`src/rtl/dio_bank_pkg.sv`:
```
package dio_bank_pkg;
  localparam int ADDR_W    = 4;
  localparam int DATA_W    = 8;
  localparam int PAGE_W    = 2;
  localparam int LOCK_W    = 6;
  localparam int WIN_BYTES = 3;
  localparam int WIN_IDX_W = 2;
  localparam logic [ADDR_W-1:0] OFF_PEND  = 4'd6;
  localparam logic [ADDR_W-1:0] OFF_CTRL  = 4'd7;
  localparam logic [ADDR_W-1:0] OFF_WIN_0 = 4'd8;
  localparam logic [ADDR_W-1:0] OFF_WIN_L = 4'd10;
endpackage

```
`src/rtl/dio_sync.sv`:
```
module dio_sync #(
  parameter int W      = 48,
  parameter int STAGES = 2
) (
  input  logic         clk,
  input  logic         rst,
  input  logic [W-1:0] d,
  output logic [W-1:0] q
);
  logic [W-1:0] stage_q [STAGES];

  genvar s;
  generate
    for (s = 0; s < STAGES; s++) begin : g_stage
      if (s == 0) begin : g_first
        always_ff @(posedge clk) begin
          if (rst) stage_q[0] <= '0;
          else     stage_q[0] <= d;
        end
      end else begin : g_next
        always_ff @(posedge clk) begin
          if (rst) stage_q[s] <= '0;
          else     stage_q[s] <= stage_q[s-1];
        end
      end
    end
  endgenerate

  assign q = stage_q[STAGES-1];
endmodule

```
`src/rtl/dio_ctrl_reg.sv`:
```
module dio_ctrl_reg
  import dio_bank_pkg::*;
(
  input  logic              clk,
  input  logic              rst,
  input  logic              wr_en,
  input  logic [DATA_W-1:0] wdata,
  output logic [DATA_W-1:0] ctrl_q,
  output logic [PAGE_W-1:0] page,
  output logic [LOCK_W-1:0] lock
);
  always_ff @(posedge clk) begin
    if (rst)        ctrl_q <= '0;
    else if (wr_en) ctrl_q <= wdata;
  end

  assign page = ctrl_q[DATA_W-1 -: PAGE_W];
  assign lock = ctrl_q[LOCK_W-1:0];

  AST_CTRL_HOLD: assert property (@(posedge clk) disable iff (rst)
    !wr_en |=> $stable(ctrl_q));
endmodule

```
`src/rtl/dio_port_regs.sv`:
```
module dio_port_regs #(
  parameter int NPORT = 6,
  parameter int PW    = 8
) (
  input  logic                clk,
  input  logic                rst,
  input  logic [NPORT-1:0]    wr_sel,
  input  logic [PW-1:0]       wdata,
  input  logic [NPORT-1:0]    lock,
  output logic [NPORT*PW-1:0] drive
);
  genvar k;
  generate
    for (k = 0; k < NPORT; k++) begin : g_port
      logic [PW-1:0] port_q;
      always_ff @(posedge clk) begin
        if (rst)                       port_q <= '0;
        else if (wr_sel[k] && !lock[k]) port_q <= wdata;
      end
      assign drive[k*PW +: PW] = port_q;

      AST_LOCK_HOLD: assert property (@(posedge clk) disable iff (rst)
        (wr_sel[k] && lock[k]) |=> $stable(drive[k*PW +: PW]));
    end
  endgenerate

  AST_SEL_ONEHOT: assert property (@(posedge clk) disable iff (rst)
    $onehot0(wr_sel));
endmodule

```
`src/rtl/dio_page_bank.sv`:
```
module dio_page_bank
  import dio_bank_pkg::*;
#(
  parameter int NPORT       = 6,
  parameter int PW          = 8,
  parameter int SYNC_STAGES = 2,
  localparam int NLINE      = NPORT * PW
) (
  input  logic                       clk,
  input  logic                       rst,
  input  logic [ADDR_W-1:0]          bus_addr,
  input  logic                       bus_wr,
  input  logic                       bus_rd,
  input  logic [DATA_W-1:0]          bus_wdata,
  output logic [DATA_W-1:0]          bus_rdata,
  input  logic [NLINE-1:0]           pad_in,
  output logic [NLINE-1:0]           pad_oe,
  output logic [NLINE-1:0]           pin_sync,
  input  logic [2:0]                 pend_in,
  output logic [PAGE_W-1:0]          win_page,
  input  logic [WIN_BYTES*DATA_W-1:0] win_rdata,
  output logic                       win_wr,
  output logic [WIN_IDX_W-1:0]       win_idx,
  output logic [DATA_W-1:0]          win_wdata
);
  logic [DATA_W-1:0] ctrl_q;
  logic [PAGE_W-1:0] page;
  logic [LOCK_W-1:0] lock_all;
  logic [NPORT-1:0]  port_wr_sel;
  logic              ctrl_wr;
  logic              in_window;
  logic [WIN_IDX_W-1:0] cur_idx;
  logic [DATA_W-1:0] rd_mux;

  // decode
  assign ctrl_wr   = bus_wr && (bus_addr == OFF_CTRL);
  assign in_window = (bus_addr >= OFF_WIN_0) && (bus_addr <= OFF_WIN_L);
  assign cur_idx   = WIN_IDX_W'(bus_addr - OFF_WIN_0);

  genvar k;
  generate
    for (k = 0; k < NPORT; k++) begin : g_sel
      assign port_wr_sel[k] = bus_wr && (bus_addr == ADDR_W'(k));
    end
  endgenerate

  dio_ctrl_reg u_ctrl (
    .clk    (clk),
    .rst    (rst),
    .wr_en  (ctrl_wr),
    .wdata  (bus_wdata),
    .ctrl_q (ctrl_q),
    .page   (page),
    .lock   (lock_all)
  );

  dio_port_regs #(.NPORT(NPORT), .PW(PW)) u_ports (
    .clk    (clk),
    .rst    (rst),
    .wr_sel (port_wr_sel),
    .wdata  (bus_wdata[PW-1:0]),
    .lock   (lock_all[NPORT-1:0]),
    .drive  (pad_oe)
  );

  dio_sync #(.W(NLINE), .STAGES(SYNC_STAGES)) u_sync (
    .clk (clk),
    .rst (rst),
    .d   (pad_in),
    .q   (pin_sync)
  );

  // read mux
  always_comb begin
    rd_mux = '0;
    for (int p = 0; p < NPORT; p++) begin
      if (bus_addr == ADDR_W'(p)) rd_mux = DATA_W'(~pin_sync[p*PW +: PW]);
    end
    if (bus_addr == OFF_PEND) rd_mux = {5'b0, pend_in};
    if (bus_addr == OFF_CTRL) rd_mux = ctrl_q;
    if (in_window && page != '0) begin
      for (int i = 0; i < WIN_BYTES; i++) begin
        if (cur_idx == WIN_IDX_W'(i)) rd_mux = win_rdata[i*DATA_W +: DATA_W];
      end
    end
  end

  always_ff @(posedge clk) begin
    if (rst)         bus_rdata <= '0;
    else if (bus_rd) bus_rdata <= rd_mux;
  end

  // window forwarding
  always_ff @(posedge clk) begin
    if (rst) begin
      win_wr    <= 1'b0;
      win_idx   <= '0;
      win_wdata <= '0;
    end else begin
      win_wr <= bus_wr && in_window && (page != '0);
      if (bus_wr && in_window) begin
        win_idx   <= cur_idx;
        win_wdata <= bus_wdata;
      end
    end
  end

  assign win_page = page;

  AST_RST_RELEASE: assert property (@(posedge clk)
    rst |=> (pad_oe == '0));
  AST_WIN_PAGE0: assert property (@(posedge clk) disable iff (rst)
    (bus_wr && in_window && page == '0) |=> !win_wr);
  AST_WIN_FWD: assert property (@(posedge clk) disable iff (rst)
    (bus_wr && in_window && page != '0) |=> win_wr);
  AST_RD_UNDEF: assert property (@(posedge clk) disable iff (rst)
    (bus_rd && bus_addr > OFF_WIN_L) |=> (bus_rdata == '0));
  AST_RD_HOLD: assert property (@(posedge clk) disable iff (rst)
    !bus_rd |=> $stable(bus_rdata));
endmodule

```
`config.mk`:
```
export PLATFORM = sky130hd
export DESIGN_NAME = dio_page_bank
export DESIGN_NICKNAME = d
export VERILOG_FILES = /design/src/rtl/dio_bank_pkg.sv /design/src/rtl/dio_sync.sv /design/src/rtl/dio_ctrl_reg.sv /design/src/rtl/dio_port_regs.sv /design/src/rtl/dio_page_bank.sv
export SDC_FILE = /design/constraint.sdc
export NUM_CORES = 1
export LEC_CHECK = 0
export CAP_MARGIN = 10
export CORE_MARGIN = 10
export CORE_UTILIZATION = 50
export DETAILED_ROUTE_END_ITERATION = 6
export GPL_ROUTABILITY_DRIVEN = 0
export GPL_TIMING_DRIVEN = 0
export PLACE_DENSITY = 0.86
export SLEW_MARGIN = 20
export SYNTH_ARGS = -nofsm -noshare
export SYNTH_HDL_FRONTEND = slang
export SYNTH_HIERARCHICAL = 1
export SYNTH_SLANG_ARGS = --single-unit
```
`constraint.sdc`:
```
create_clock -name clk -period 2.5 [get_ports clk]
set_input_delay 0.5 -clock clk [delete_from_list [all_inputs] [get_ports clk]]
set_output_delay 0.5 -clock clk [all_outputs]
set_load 0.05 [all_outputs]
```
==> reports/qor.yml <==
status: "finished, final reports clean"
rows: 41
fin_crit_ns: 2.247
period_share_pct: 89.89
hold_violations: 0
cp_max_fo: 3
final.fill_count: 907
fmax_mhz: 445.0
place_area_um2: 8708
initial_core_util_pct: 51.12
cp_top_family: "buffers and inverters"
final_common_cell: "clkdlybuf4s50_1"
drt-pass1-iter-count: 6
vias_per_cell: 5.110
cts_buffers: 17
worstPathArrival_ns: 1.75
nNetsFinal: 909
clock_skew_ns: 0.006064
synth_flop_cell: "dfxtp_1"
path_buf_inv: 2
synth_top_cell_by_area: "dfxtp_1"
slew_headroom_pct: 61.69
tightestPinTransition_ns: 0.5729
report.final.slew_viol_count: 0
design.die.area_um2: 17850
cts.sinks: 171
dieWidth_um: 133.6
synthCells: 595
cp-end-kind: "output pin"
h-tree-depth: 4
worstPathRequired_ns: 2.00
pwr_density_cell_nw_per_um2: 681.4
insertion_delay_ns: 0.41
wl_per_cell_um: 19.64
dp_slack_ns: -0.1926
layout_common_cells: "204 x clkdlybuf4s50_1, 171 x dfxtp_1, 100 x nor2b_1"
synth_warnings: 6
tritoncts: "yes"
finalWorstSetupSlack_ns: 0.2526
avgSynthCellArea_um2: 10.84
syn_area_um2: 6451
syn_nets: 686
grt_first_pass_wirelength_um: 30360
area_delta_synth_final_pct: 44.12
stdcell_area_um2: 9298
finalWirelength_um: 19680
leakage_uw: 0.003808
grt_util_all_layers_pct: 21.59
clkSlewWorstSetupHoldPaths_ns: 0.07
hold_path_class: "input pin to flip-flop"
io_buffers: 204
cts_buffer_depth: 2
coreArea_um2: 12620
synth_edf_count: 0
crit_path_cell_trace: "buf_4, clkdlybuf4s50_1"
place_hpwl_um: 15070
grt_antenna_before_repair: 0
cts_setup_buffers: 0
ys_top_cells_by_area: "dfxtp_1 53%, mux2i_1 11%, nor2b_1 9.7%, nand2b_1 6.3%, buf_6 2.4%"
ant_nets: 0
grt_max_degree: 17
dieHeight_um: 133.6
grt_pass1_vias: 5511
cts-root-buf: "clkbuf_16"
drc: 0
cts_hold_buf: 0
cp-start-kind: "flip-flop"
synth_top_area_share_pct: 53.06
rsz0062_at_grt: "false"
crit_type: "flip-flop to output pin"
cap_violations: 0
crit_slowest_cell: "clkdlybuf4s50_1"
vdd_drop_max_mv: 0.5200
setup_viol: 0
ys_seq_area_share_pct: 53.06
layout-drive-gt1-share_pct: 10.60
critical-path-max-stage-delay_ns: 0.83
grt_overflow_total: 0
num_io_pins: 208
ys_async_sr_fraction_pct: 0
vias: 5120
synth-seq-cells: 171
antenna_cells: 0
drt_iter0_drc: 316
synthDistinctLibCells: 38
where the power goes:
group / internal (µW) / switching (µW) / total [µW]
logic: 377 / 456 / 832
registers: 2820 / 47.7 / 2870
clock network: 1500 / 1130 / 2630
per-layer routing:
metal | GRT usage, % | routed length [µm]
met1 | 22.75 | 7658
met2 | 37.44 | 9744
met3 | 8.947 | 1806
met4 | 8.525 | 474
met5 | 0 | 0
cells by family (layout without fill, tap and decap cells):
kind of cell	count (synthesis)	after routing	synth area share, %
AO/OA/AOI/OAI	64	64	7.332
AND/OR/NAND/NOR	226	226	20.97
flip-flops	171	171	53.06
multiplexers	82	82	12.88
buffers and inverters	52	287	5.760
repair_timing:
| action | in CTS | in global routing |
|---|---|---|
| setup endpoints to repair | 0 | 1 |
| gates resized for setup | 0 | 1 |
| hold endpoints to repair | 0 | 0 |
final cells by class:
| class | count | area [µm²] | share of cell area (%) |
|---|---|---|---|
| Timing Repair Buffer | 204 | 2042 | 21.96 |
| Clock buffer | 18 | 429.2 | 4.616 |
| Buffer | 50 | 364.1 | 3.916 |
| Multi-Input combinational cell | 372 | 2659 | 28.60 |
| Inverter | 2 | 7.507 | 0.08074 |
| Clock inverter | 13 | 157.7 | 1.696 |
| Sequential cell | 171 | 3423 | 36.82 |
| Tap cell | 172 | 215.2 | 2.315 |
final timing paths:
kind,slack [ns],end,startpoint,cells past startpoint
setup / recovery,0.25,win_page[1],u_ctrl/ctrl_q[7],2
hold / removal,0.36,u_sync/stage_q[0][7],rst,2
setup reg to reg,0.92,bus_rdata[1],u_ctrl/ctrl_q[7],6
hold reg to reg,0.44,u_sync/stage_q[1][20],u_sync/stage_q[0][20],1
worst reg2reg max path, stage by stage (launching register included):
cell and delay, ns:
dfxtp_1 0.38, buf_4 0.13, nor2_1 0.06, nor4bb_1 0.26, clkbuf_1 0.29, nand2_1 0.11, a311oi_1 0.27
flip-flops by register name, indices dropped and copies added (netlist names):
name and flops:
u_ports/g_port.port_q 48, win_idx 2, bus_rdata 8, win_wdata 8, u_sync/stage_q 96, u_ctrl/ctrl_q 8
win_wr 1
Yosys cell counts (3+ instances only):
cell type  number
nand2_1         8
dfxtp_1       171
nor2b_1       100
o21bai_1        5
nor2_1         26
nand2b_1       65
or2_2           3
buf_2          17
mux2i_1        74
buf_6          14
mux2_2          8
clkbuf_1        4
a21oi_1         6
o21ai_0         5
nor3_1         10
o2bb2ai_1       8
o32ai_1         3
a211o_1         5
a311oi_1        3
buf_1           3
o22ai_1        16
buf_4          10
a221oi_1       13
metrics by stage:
step | std cells | util, % | hold WS, ns | power [µW] | setup TNS, ns
2_1_floorplan | 595 | - | 0.4138 | 3399 | 0
3_3_place_gp | 971 | 69.01 | 0.4158 | 3735 | -0.6546
3_5_place_dp | 971 | 69.01 | 0.4212 | 3755 | -0.9246
4_1_cts | 1002 | 73.66 | 0.3549 | 6352 | 0
5_1_grt | 1002 | 73.68 | 0.3805 | 6527 | 0
6_report | 1002 | 73.68 | 0.3616 | 6336 | 0
Note: power is estimated with default switching activity, not from simulation.
